**config.mk**
```make
export PLATFORM = sky130hd
export DESIGN_NAME = lpm_ctrl
export DESIGN_NICKNAME = d
export VERILOG_FILES = /design/src/rtl/lpm_pkg.sv /design/src/rtl/lpm_wincnt.sv /design/src/rtl/lpm_seq.sv /design/src/rtl/lpm_outdec.sv /design/src/rtl/lpm_ctrl.sv
export SDC_FILE = /design/constraint.sdc
export NUM_CORES = 1
export LEC_CHECK = 0
export ABC_AREA = 0
export CORE_MARGIN = 3
export CORE_UTILIZATION = 35
export DETAILED_ROUTE_END_ITERATION = 12
export DONT_BUFFER_PORTS = 1
export PLACE_DENSITY = 0.59
export SLEW_MARGIN = 15
export SYNTH_ARGS = -nofsm -noshare
export SYNTH_HDL_FRONTEND = slang
export SYNTH_SLANG_ARGS = --single-unit
export TNS_END_PERCENT = 10
```
**constraint.sdc**
```tcl
create_clock -name clk -period 4.1 [get_ports clk]
set_clock_uncertainty 0.05 [all_clocks]
set_input_delay 0.82 -clock clk [delete_from_list [all_inputs] [get_ports clk]]
set_output_delay 0.82 -clock clk [all_outputs]
set_load 0.02 [all_outputs]
```
**src/rtl/lpm_pkg.sv**
```systemverilog
package lpm_pkg;

    typedef enum logic [2:0] {
        ST_RUN  = 3'd0,
        ST_IDLE = 3'd1,
        ST_RWIN = 3'd2,
        ST_PDN  = 3'd3,
        ST_WAKE = 3'd4,
        ST_RST  = 3'd5
    } lpm_state_e;

    localparam int REQ_IDLE_BIT = 0;
    localparam int REQ_PDN_BIT  = 1;

    typedef struct packed {
        logic cpu_en;
        logic per_en;
        logic osc_en;
        logic ram_inh;
    } clk_ctl_t;

    function automatic clk_ctl_t ctl_for(lpm_state_e s);
        clk_ctl_t c;
        case (s)
            ST_RUN:  c = '{cpu_en: 1'b1, per_en: 1'b1, osc_en: 1'b1, ram_inh: 1'b0};
            ST_IDLE: c = '{cpu_en: 1'b0, per_en: 1'b1, osc_en: 1'b1, ram_inh: 1'b0};
            ST_RWIN: c = '{cpu_en: 1'b1, per_en: 1'b1, osc_en: 1'b1, ram_inh: 1'b1};
            ST_PDN:  c = '{cpu_en: 1'b0, per_en: 1'b0, osc_en: 1'b0, ram_inh: 1'b0};
            ST_WAKE: c = '{cpu_en: 1'b0, per_en: 1'b0, osc_en: 1'b1, ram_inh: 1'b0};
            default: c = '{cpu_en: 1'b0, per_en: 1'b1, osc_en: 1'b1, ram_inh: 1'b0};
        endcase
        return c;
    endfunction

endpackage

```
**src/rtl/lpm_wincnt.sv**
```systemverilog
module lpm_wincnt #(
    parameter int WIN = 24
) (
    input  logic clk,
    input  logic rst,
    input  logic start_i,
    output logic done_o
);
    localparam int CW = (WIN > 1) ? $clog2(WIN) : 1;
    localparam logic [CW-1:0] LAST = CW'(WIN - 1);

    logic [CW-1:0] cnt;
    logic          busy;

    always_ff @(posedge clk) begin
        if (rst) begin
            cnt  <= '0;
            busy <= 1'b0;
        end else if (start_i) begin
            cnt  <= LAST;
            busy <= 1'b1;
        end else if (busy) begin
            if (cnt == '0) busy <= 1'b0;
            else           cnt  <= cnt - 1'b1;
        end
    end

    assign done_o = busy && (cnt == '0);

    a_r6_cnt_bound: assert property (@(posedge clk) disable iff (rst)
        busy |-> (cnt <= LAST));

    a_r6_no_restart: assert property (@(posedge clk) disable iff (rst)
        busy |-> !start_i);

endmodule

```
**src/rtl/lpm_seq.sv**
```systemverilog
module lpm_seq
    import lpm_pkg::*;
(
    input  logic       clk,
    input  logic       rst,
    input  logic       hw_rst_i,
    input  logic       irq_pend_i,
    input  logic       osc_stable_i,
    input  logic       ctl_wr_i,
    input  logic [1:0] ctl_wdata_i,
    input  logic       win_done_i,
    output lpm_state_e state_o,
    output logic [1:0] req_bits_o,
    output logic       win_start_o,
    output logic       sfr_pulse_o
);
    lpm_state_e state, nxt;
    logic [1:0] bits;
    logic       pulse;

    always_comb begin
        nxt = state;
        case (state)
            ST_RUN: begin
                if (hw_rst_i)                               nxt = ST_RST;
                else if (ctl_wr_i && ctl_wdata_i[REQ_PDN_BIT])  nxt = ST_PDN;
                else if (ctl_wr_i && ctl_wdata_i[REQ_IDLE_BIT]) nxt = ST_IDLE;
            end
            ST_IDLE: begin
                if (hw_rst_i)        nxt = ST_RWIN;
                else if (irq_pend_i) nxt = ST_RUN;
            end
            ST_RWIN: if (win_done_i) nxt = ST_RST;
            ST_PDN:  if (hw_rst_i)   nxt = ST_WAKE;
            ST_WAKE: begin
                if (!hw_rst_i)         nxt = ST_PDN;
                else if (osc_stable_i) nxt = ST_RST;
            end
            default: if (!hw_rst_i) nxt = ST_RUN;
        endcase
    end

    always_ff @(posedge clk) begin
        if (rst) begin
            state <= ST_RUN;
            bits  <= 2'b00;
            pulse <= 1'b0;
        end else begin
            state <= nxt;
            pulse <= (nxt == ST_RST) && (state != ST_RST);
            if (nxt == ST_RST || (state == ST_IDLE && nxt != ST_IDLE))
                bits <= 2'b00;
            else if (state == ST_RUN && ctl_wr_i)
                bits <= ctl_wdata_i[REQ_PDN_BIT] ? 2'b10 : ctl_wdata_i;
        end
    end

    assign state_o     = state;
    assign req_bits_o  = bits;
    assign win_start_o = (state == ST_IDLE) && hw_rst_i;
    assign sfr_pulse_o = pulse;

    a_r4_pdn_priority: assert property (@(posedge clk) disable iff (rst)
        (state == ST_RUN && !hw_rst_i && ctl_wr_i && ctl_wdata_i == 2'b11) |=> (state == ST_PDN));

    a_r5_irq_no_wake: assert property (@(posedge clk) disable iff (rst)
        (state == ST_PDN && !hw_rst_i) |=> (state == ST_PDN));

    a_r7_wait_stable: assert property (@(posedge clk) disable iff (rst)
        (state == ST_WAKE && !osc_stable_i) |=> (state != ST_RST));

    a_r8_single_pulse: assert property (@(posedge clk) disable iff (rst)
        pulse |=> !pulse);

    a_r10_idle_write_ignored: assert property (@(posedge clk) disable iff (rst)
        (state == ST_IDLE && !hw_rst_i && !irq_pend_i) |=> $stable(bits));

endmodule

```
**src/rtl/lpm_outdec.sv**
```systemverilog
module lpm_outdec
    import lpm_pkg::*;
(
    input  lpm_state_e state_i,
    output logic       cpu_en_o,
    output logic       per_en_o,
    output logic       osc_en_o,
    output logic       ram_inh_o
);
    clk_ctl_t c;

    always_comb c = ctl_for(state_i);

    assign cpu_en_o  = c.cpu_en;
    assign per_en_o  = c.per_en;
    assign osc_en_o  = c.osc_en;
    assign ram_inh_o = c.ram_inh;

    always_comb begin
        a_r2_per_needs_osc: assert (!c.per_en || c.osc_en);
    end

endmodule

```
**src/rtl/lpm_ctrl.sv**
```systemverilog
module lpm_ctrl
    import lpm_pkg::*;
#(
    parameter int CLK_PER_MC = 12,
    parameter int WIN_MC     = 2
) (
    input  logic       clk,
    input  logic       rst,
    input  logic       hw_rst_i,
    input  logic       irq_pend_i,
    input  logic       osc_stable_i,
    input  logic       ctl_wr_i,
    input  logic [1:0] ctl_wdata_i,
    output logic       cpu_clk_en_o,
    output logic       per_clk_en_o,
    output logic       osc_en_o,
    output logic       sfr_rst_o,
    output logic       ram_inh_o,
    output logic [1:0] req_bits_o
);
    localparam int WIN = CLK_PER_MC * WIN_MC;

    lpm_state_e state;
    logic       win_start, win_done;

    lpm_seq u_seq (
        .clk          (clk),
        .rst          (rst),
        .hw_rst_i     (hw_rst_i),
        .irq_pend_i   (irq_pend_i),
        .osc_stable_i (osc_stable_i),
        .ctl_wr_i     (ctl_wr_i),
        .ctl_wdata_i  (ctl_wdata_i),
        .win_done_i   (win_done),
        .state_o      (state),
        .req_bits_o   (req_bits_o),
        .win_start_o  (win_start),
        .sfr_pulse_o  (sfr_rst_o)
    );

    lpm_wincnt #(.WIN(WIN)) u_win (
        .clk     (clk),
        .rst     (rst),
        .start_i (win_start),
        .done_o  (win_done)
    );

    lpm_outdec u_dec (
        .state_i   (state),
        .cpu_en_o  (cpu_clk_en_o),
        .per_en_o  (per_clk_en_o),
        .osc_en_o  (osc_en_o),
        .ram_inh_o (ram_inh_o)
    );

    a_r6_window_then_pulse: assert property (@(posedge clk) disable iff (rst)
        $fell(ram_inh_o) |-> sfr_rst_o);

    a_r6_cpu_runs_in_window: assert property (@(posedge clk) disable iff (rst)
        ram_inh_o |-> cpu_clk_en_o);

    a_r9_run_reset_direct: assert property (@(posedge clk) disable iff (rst)
        (cpu_clk_en_o && !ram_inh_o && hw_rst_i) |=> (sfr_rst_o && !ram_inh_o));

    a_r5_pdn_stays_dark: assert property (@(posedge clk) disable iff (rst)
        (!osc_en_o && !hw_rst_i) |=> !osc_en_o);

endmodule

```
==> results.txt, run 1 <==
----------------------------------------------------
[Run status]
  Run status ... complete, no violations

[Worst setup path]
  Critical-path top delay cell ... dfxtp_1
  Critical path's largest stage delay ... 0.60 ns
  Nature of the critical path startpoint ... flip-flop
  Worst-path cell chain ... nor2b_1 -> a22oi_1
  Worst setup EP type ... output port
  Crit Path Max Fanout ... 13
  Worst path arrival time ... 1.47 ns
  Critical setup path kind ... flip-flop to output port
  Crit path required time ... 3.23 ns

[Clock network]
  Post-cts sizing count ... 0
  Cts hold-fix bufs ... 0
  CTS Buffer Depth ... 2
  Number of buffers inserted to repair setup after CTS ... 0
  Sink Count ... 12
  Clock-pin slew on the worst setup and hold paths ... 0.08 ns
  H-tree levels ... 1
  Root buffer selected by CTS ... clkbuf_4
  Number of buffers created by CTS ... 3
  Clock tree from TritonCTS ... yes
  Clock Latency Late Sink ... 0.27 ns

[STA]
  Slew at the pin closest to its max-slew limit ... 0.6181 ns
  Worst rel slew slack ... 0.5871
  Minimum clock period ... 2.341 ns
  Hold Fails Final Rpt ... 0
  Setup TNS Final ... 0 ns
  Fmax ... 0.4272 GHz
  RSZ-0062 raised after global routing ... no
  Number of max-slew violations in the final report ... 0
  Hold slack ... 0.5141 ns
  Final setup viols ... 0
  Post-route clock period utilization ... 0.5709

[Floorplanning]
  Standard cell core area ... 2002 um2
  Die Ht ... 52.43 um
  I/O pin count ... 15
  Die area ... 2749 um2
  Starting utilization of the core area ... 0.3769
  Number of cell rows ... 16
  Die extent in x ... 52.43 um

[Global route]
  Antenna violations before repair ... 0
  Via count of the first global-routing pass ... 630
  All-layer global routing usage ... 0.1319
  Global-route layer with the greatest usage ... met2
  Met2 track utilization from global routing ... 0.2004
  Met3 Use GR ... 0.04274
  Overall overflow remaining after global route ... 0
  Wire length of the first global-routing pass ... 2.691 mm
  Met1 capacity usage during global routing ... 0.1572
  Largest net degree at the start of global routing ... 15

[Synth]
  Avg Synthesized Cell Area ... 8.201 um2
  Number of warnings issued by yosys ... 0
  Syn_nets ... 102
  Sequential-to-total area share from yosys stat ... 0.3184
  Post-Synthesis Cells ... 92
  Number of synthesized flops with an enable pin ... 0
  Area of the mapped netlist ... 754.5 um2
  Async set-reset flop share out of synthesis ... 0
  Main synth FF type ... dfxtp_1
  Seq cells post-synth ... 12
  Cell variety after synth ... 37

[Drt]
  Final wirelength ... 1.600 mm
  ANT nets after route ... 0
  Iteration count of the initial detailed-routing pass ... 2
  Detailed-route vias per instance ... 5.598
  Via count of the routed design ... 655
  Wirelength per Cell ... 13.68 um
  Number of violations reported at the end of detailed-routing iteration 0 ... 14
  DRC violations left ... 0

[Final layout]
  Layout cells sized above 1 ... 0.1000
  Final nets ... 102
  Design area ... 789.5 um2
  Final antenna diode count ... 0
  Filler cells ... 222
  Layout area overhead ... 4.643%

[Place]
  Detailed placer's ending HPWL ... 1.223 mm
  Final weighted congestion of routability-driven global placement ... 0.8265
  Port Buffers ... 0
  Placed instance area ... 767.0 um2

[Power and ir drop]
  Power density normalized to cell area ... 541.1 nW/um2
  Worst supply voltage drop on vdd ... 0.2391 mV
  Pleak ... 0.2738 nW

[Hold path]
  Class of the worst hold path ... flip-flop to flip-flop

[Job]
  Maxcap violations ... 0

----------------------------------------------------
-- flip-flops by register name, indices dropped and copies added, names as in the netlist --
signal and flops:
u_win.cnt 5, u_seq.state_o 3, u_seq.req_bits_o 2, u_seq.sfr_pulse_o 1, u_win.busy 1
-- metal layers --
metal | up-vias | part of all wire
li1 | 328 | -
met1 | 308 | 0.46
met2 | 14 | 0.45
met3 | 5 | 0.057
met4 | 0 | 0.026
met5 | - | 0
-- placed cells by master, fill, tap and decap left out, types with 3 or more instances in the layout --
master    Yosys  final
mux2i_1       4      4
nand3_1       3      3
xor2_1        3      3
inv_1         3      3
nor2_1        7      7
nand2_1       6      6
or3_1         3      3
nor2b_1       5      5
a21oi_1       8      8
dfxtp_1      12     12
clkbuf_4      0      3
-- through the flow --
| stage | util | setup WS, ns | power (W) | cells |
|---|---|---|---|---|
| CTS | 0.3944 | 1.763 | 0.0004291 | 117 |
| floorplan | - | 2.058 | 0.0003298 | 92 |
| detailed placement | 0.3831 | 2.072 | 0.0003553 | 114 |
| finish | 0.3944 | 1.759 | 0.0004272 | 117 |
| global route | 0.3944 | 1.647 | 0.0004596 | 117 |
| global placement | 0.3831 | 2.096 | 0.0003515 | 114 |
-- power by group --
part,total [W],switching [W],internal [W]
Sequential,0.000184,0.0000452,0.000139
Clock,0.0000749,0.0000408,0.0000340
Combinational,0.000168,0.0000910,0.0000771
-- area by class of cell --
type / count / area [um2] / share of cell area
multi-input combinational: 71 / 478.0 / 0.6054
clock buffer: 3 / 22.52 / 0.02853
inverter: 4 / 15.01 / 0.01902
tap: 27 / 33.78 / 0.04279
sequential: 12 / 240.2 / 0.3043
-- kinds of logic after synthesis --
group,synth area share
adder cells (fa/ha/maj),0.03316
flip-flops,0.3184
AND/OR/NAND/NOR,0.3168
XOR/XNOR,0.05805
buffers and inverters,0.04809
multiplexers,0.05307
AO/OA/AOI/OAI,0.1725
-- Yosys cell counts, types with 3 or more instances --
library cell / number / area [um2]
nand3_1: 3 / 15.01
nand2_1: 6 / 22.52
xor2_1: 3 / 26.28
nor2_1: 7 / 26.28
a21oi_1: 8 / 40.04
dfxtp_1: 12 / 240.2
or3_1: 3 / 18.77
nor2b_1: 5 / 31.28
mux2i_1: 4 / 40.04
inv_1: 3 / 11.26
-- critical path, delay by kind of cell (launching register included) --
family / cells / cell delay [ns]
flip-flops: 1 / 0.60
AND/OR/NAND/NOR: 1 / 0.14
AO/OA/AOI/OAI: 1 / 0.46
-- final timing paths --
path	from	depth (start not counted)	end	slack [ns]
max reg2reg	u_seq.state_o[0]	5	u_seq.req_bits_o[1]	2.18
max	u_seq.state_o[2]	2	per_clk_en_o	1.76
min reg2reg	u_win.cnt[1]	2	u_win.cnt[1]	0.51
min	u_win.cnt[1]	2	u_win.cnt[1]	0.51
Power figures use the tool's default switching activity.
==> inputs of run 2 (changes only) <==
clock period = 2.45 ns   (was 4.1 ns; I/O delays follow)
==> results.txt, run 2 (synthesized netlist as in run 1, its figures left out) <==
----------------------------------------------------
[Drt]
  DRC violations left ... 0
  ANT nets after route ... 0
  Final wirelength ... 1.541 mm
  Number of violations reported at the end of detailed-routing iteration 0 ... 10
  Detailed-route vias per instance ... 5.392
  Iteration count of the initial detailed-routing pass ... 4
  Wirelength per Cell ... 12.84 um
  Via count of the routed design ... 647

[Floorplanning]
  Starting utilization of the core area ... 0.3769
  Die extent in x ... 52.43 um
  Number of cell rows ... 16
  Die area ... 2749 um2
  Die Ht ... 52.43 um
  I/O pin count ... 15
  Standard cell core area ... 2002 um2

[Place]
  Port Buffers ... 0
  Final weighted congestion of routability-driven global placement ... 0.8406
  Number of cells in the design after placement ... 115
  Detailed placer's ending HPWL ... 1.205 mm

[STA]
  RSZ-0062 raised after global routing ... no
  Slew at the pin closest to its max-slew limit ... 0.5010 ns
  Post-route clock period utilization ... 0.8178
  Fmax ... 0.4991 GHz
  Final setup viols ... 0
  Minimum clock period ... 2.003 ns
  Worst rel slew slack ... 0.6645
  Setup TNS Final ... 0 ns
  Hold Fails Final Rpt ... 0
  Number of max-slew violations in the final report ... 0

[Power and ir drop]
  Pleak ... 0.2863 nW
  Power density normalized to cell area ... 923.6 nW/um2
  Worst supply voltage drop on vdd ... 0.3588 mV

[Final layout]
  Layout area overhead ... 7.794%
  Register containing the most flip-flops in the final layout ... u_win.cnt
  Highest-count cells in the layout ignoring fill and taps ... dfxtp_1 (12), a21oi_1 (8), nor2_1 (7)
  Final non-filler cell total ... 120
  Final nets ... 103
  Layout cells sized above 1 ... 0.1196
  Commonest non-fill, non-tap cell in the layout ... dfxtp_1
  Number of flip-flops under the largest register name ... 5

[Clock network]
  Clock Latency Late Sink ... 0.27 ns
  Clock-pin slew on the worst setup and hold paths ... 0.08 ns
  CTS Buffer Depth ... 2
  H-tree levels ... 1
  Post-cts sizing count ... 0
  Sink Count ... 12
  Clock tree from TritonCTS ... yes
  Cts hold-fix bufs ... 0
  Root buffer selected by CTS ... clkbuf_4
  Number of buffers created by CTS ... 3
  Number of buffers inserted to repair setup after CTS ... 0

[Worst setup path]
  Critical-path top delay cell ... dfxtp_1
  Critical path's largest stage delay ... 0.59 ns
  Nature of the critical path startpoint ... flip-flop
  Critical setup path kind ... flip-flop to output port
  Worst setup EP type ... output port
  Worst path arrival time ... 1.46 ns
  Worst-path cell chain ... nor2b_1 -> a22oi_1
  Crit Path Max Fanout ... 13
  Crit path required time ... 1.91 ns

[Global route]
  Overall overflow remaining after global route ... 0
  Via count of the first global-routing pass ... 604
  Wire length of the first global-routing pass ... 2.622 mm
  All-layer global routing usage ... 0.1307
  Largest net degree at the start of global routing ... 15
  Antenna violations before repair ... 1

[Job]
  Maxcap violations ... 0

[Hold path]
  Class of the worst hold path ... input port to flip-flop

[Run status]
  Run status ... complete, no violations

----------------------------------------------------
==> run 2: changes by cell type in the layout (fill, tap and decap cells not counted), sizes merged <==
cell | previous run | this run
diode | 0 | 1
clkbuf | 3 | 4
buf | 0 | 1
==> run 2: through the flow <==
| step | power, W | setup WS [ns] | utilization | instance area (um2) | hold slack [ns] |
|---|---|---|---|---|---|
| floorplan | 0.0005518 | 0.7379 | - | 754.5 | 0.4749 |
| global placement | 0.0005963 | 0.6067 | 0.3869 | 774.5 | 0.4824 |
| detailed placement | 0.0005995 | 0.5899 | 0.3869 | 774.5 | 0.4900 |
| CTS | 0.0007586 | 0.4283 | 0.4050 | 810.8 | 0.2174 |
| global route | 0.0008120 | 0.2975 | 0.4063 | 813.3 | 0.2134 |
| finish | 0.0007511 | 0.4465 | 0.4063 | 813.3 | 0.2281 |
==> run 2: final cells by class <==
type,instances,area (um2)
fill,217,1189
multi-input combinational,71,478.0
sequential,12,240.2
clock buffer,4,36.28
tap,27,33.78
inverter,4,15.01
timing repair buffer,1,7.507
antenna,1,2.502
==> run 2: worst max-delay path, delay by kind of cell, from the launching register on <==
kind	cells	cell delay, ns
AO/OA/AOI/OAI	1	0.46
AND/OR/NAND/NOR	1	0.14
flip-flops	1	0.59
==> run 2: path summary, 6_finish.rpt <==
check / start / end / slack (ns) / cells past startpoint
worst max-delay path: u_seq.state_o[2] / per_clk_en_o / 0.45 / 2
worst min-delay path: rst / u_win.busy / 0.23 / 1
worst max register to register: u_seq.state_o[0] / u_seq.req_bits_o[0] / 0.54 / 5
worst min register to register: u_win.cnt[1] / u_win.cnt[1] / 0.50 / 2
==> run 2: layer usage <==
layer / part of all wire / GRT usage
met5: 0 / 0
met2: 0.46 / 0.2045
met3: 0.074 / 0.05983
met1: 0.44 / 0.1485
met4: 0.021 / 0.06383
==> run 2: power by group <==
part	total (W)	internal (W)	switching [W]
logic	0.000289	0.000135	0.000154
clock network	0.000156	0.0000903	0.0000661
registers	0.000306	0.000233	0.0000728
total	0.000751	0.000458	0.000293
==> inputs of run 3 (changes only) <==
clock period = 1.9 ns   (was 2.45 ns; I/O delays follow)
==> results.txt, run 3 (synthesized netlist as in run 1, its figures left out) <==
----------------------------------------------------
[Run status]
  Run status ... complete, no violations

[Floorplanning]
  Standard cell core area ... 2002 um2
  I/O pin count ... 15
  Starting utilization of the core area ... 0.3769
  Die Ht ... 52.43 um
  Number of cell rows ... 16
  Die extent in x ... 52.43 um
  Die area ... 2749 um2

[Drt]
  Iteration count of the initial detailed-routing pass ... 4
  DRC violations left ... 0
  ANT nets after route ... 0
  Number of violations reported at the end of detailed-routing iteration 0 ... 24
  Via count of the routed design ... 670
  Wirelength per Cell ... 14.36 um
  Final wirelength ... 1.795 mm
  Detailed-route vias per instance ... 5.360

[Final layout]
  Final non-filler cell total ... 125
  Filler cells ... 227
  Layout area overhead ... 17.08%
  Design area ... 883.3 um2
  Register containing the most flip-flops in the final layout ... u_win.cnt
  Highest-count cells in the layout ignoring fill and taps ... a21oi_1 (8), dfxtp_1 (8), nor2_1 (7)
  Number of flip-flops under the largest register name ... 5
  Layout cells sized above 1 ... 0.2680
  Final nets ... 108

[STA]
  Post-route clock period utilization ... 0.9355
  Worst rel slew slack ... 0.7456
  Hold Fails Final Rpt ... 0
  Number of max-slew violations in the final report ... 0
  Final setup viols ... 0
  Setup TNS Final ... 0 ns
  Fmax ... 0.5626 GHz
  Minimum clock period ... 1.778 ns
  Slew at the pin closest to its max-slew limit ... 0.3802 ns

[Worst setup path]
  Worst path arrival time ... 1.93 ns
  Crit path required time ... 2.06 ns
  Nature of the critical path startpoint ... flip-flop
  Critical setup path kind ... flip-flop to flip-flop
  Worst setup EP type ... flip-flop
  Crit Path Max Fanout ... 3
  Worst-path cell chain ... inv_2 -> ha_4 -> or4b_4 -> o21ai_2 -> nand4_1 -> a21oi_2 -> mux2i_1
  Critical path's largest stage delay ... 0.48 ns
  Critical-path top delay cell ... or4b_4

[Power and ir drop]
  Worst supply voltage drop on vdd ... 0.7046 mV
  Pleak ... 0.3164 nW
  Power density normalized to cell area ... 1197 nW/um2
  Total power ... 0.001057 W

[Clock network]
  Clock tree from TritonCTS ... yes
  Clock-pin slew on the worst setup and hold paths ... 0.08 ns
  CTS Buffer Depth ... 2
  Sink Count ... 12
  Cts hold-fix bufs ... 0
  Number of buffers created by CTS ... 3
  Clock Latency Late Sink ... 0.27 ns
  H-tree levels ... 1
  Root buffer selected by CTS ... clkbuf_4

[Place]
  Detailed placer's ending HPWL ... 1.260 mm
  Port Buffers ... 0
  Number of cells in the design after placement ... 119
  Placed instance area ... 804.5 um2
  Final weighted congestion of routability-driven global placement ... 0.7479

[Global route]
  Largest net degree at the start of global routing ... 14
  All-layer global routing usage ... 0.1399
  Antenna violations before repair ... 1
  Via count of the first global-routing pass ... 615
  Wire length of the first global-routing pass ... 2.794 mm
  Overall overflow remaining after global route ... 0

[Job]
  Maxcap violations ... 0

[Hold path]
  Class of the worst hold path ... input port to flip-flop

----------------------------------------------------
[run 3: changes by cell type in the layout (fill, tap and decap cells not counted), sizes merged]
cell | before | now
buf | 1 | 6
[run 3: area by class of cell]
class                           count  area [um2]  share of cell area
Antenna cell                        1       2.502            0.002833
Clock buffer                        4       36.28             0.04108
Inverter                            4       15.01             0.01700
Multi-Input combinational cell     71       505.5              0.5722
Sequential cell                    12       245.2              0.2776
Tap cell                           27       33.78             0.03824
Timing Repair Buffer                6       45.04             0.05099
[run 3: final timing paths]
path	start	end	slack, ns	cells past startpoint
hold / removal	rst	u_win.cnt[1]	0.11	1
hold reg to reg	u_win.cnt[1]	u_win.cnt[1]	0.50	2
setup / recovery	u_win.cnt[1]	u_seq.req_bits_o[1]	0.12	7
setup reg to reg	u_win.cnt[1]	u_seq.req_bits_o[1]	0.12	7
[run 3: report_power, final]
| part | internal, W | total (W) | switching [W] | leakage, nW |
|---|---|---|---|---|
| registers | 0.000304 | 0.000385 | 0.0000804 | 0.0997 |
| clock network | 0.000116 | 0.000204 | 0.0000881 | 0.0210 |
| logic | 0.000227 | 0.000468 | 0.000241 | 0.196 |
[run 3: layer usage]
| metal | global-route usage | vias up | wire (um) |
|---|---|---|---|
| li1 | - | 336 | - |
| met1 | 0.1753 | 319 | 838 |
| met2 | 0.2087 | 13 | 835 |
| met3 | 0.04558 | 2 | 102 |
| met4 | 0.07660 | 0 | 18 |
| met5 | 0 | - | 0 |
[run 3: critical path, delay by kind of cell, from the launching register on]
family	cells	cell delay [ns]
muxes	1	0.19
buffers and inverters	1	0.07
DFF	1	0.34
AOI/OAI and AO/OA	2	0.33
adders and majority gates	1	0.12
and+or+nand+nor	2	0.61
[run 3: stage by stage]
step	setup slack (ns)	hold WS, ns	util
global route	-0.006362	0.08592	0.4413
detailed placement	0.1104	0.4042	0.4019
floorplan	0.2169	0.3963	-
CTS	0.07662	0.1009	0.4225
global placement	0.1620	0.4023	0.4019
finish	0.1225	0.1104	0.4413
[run 3: repair_timing]
item | CTS | global route
gates resized for setup | 1 | 10
setup buffers | 0 | 1
endpoints found under the hold margin | 0 | 0
pin swaps | 0 | 2
endpoints found under the setup margin | 1 | 4
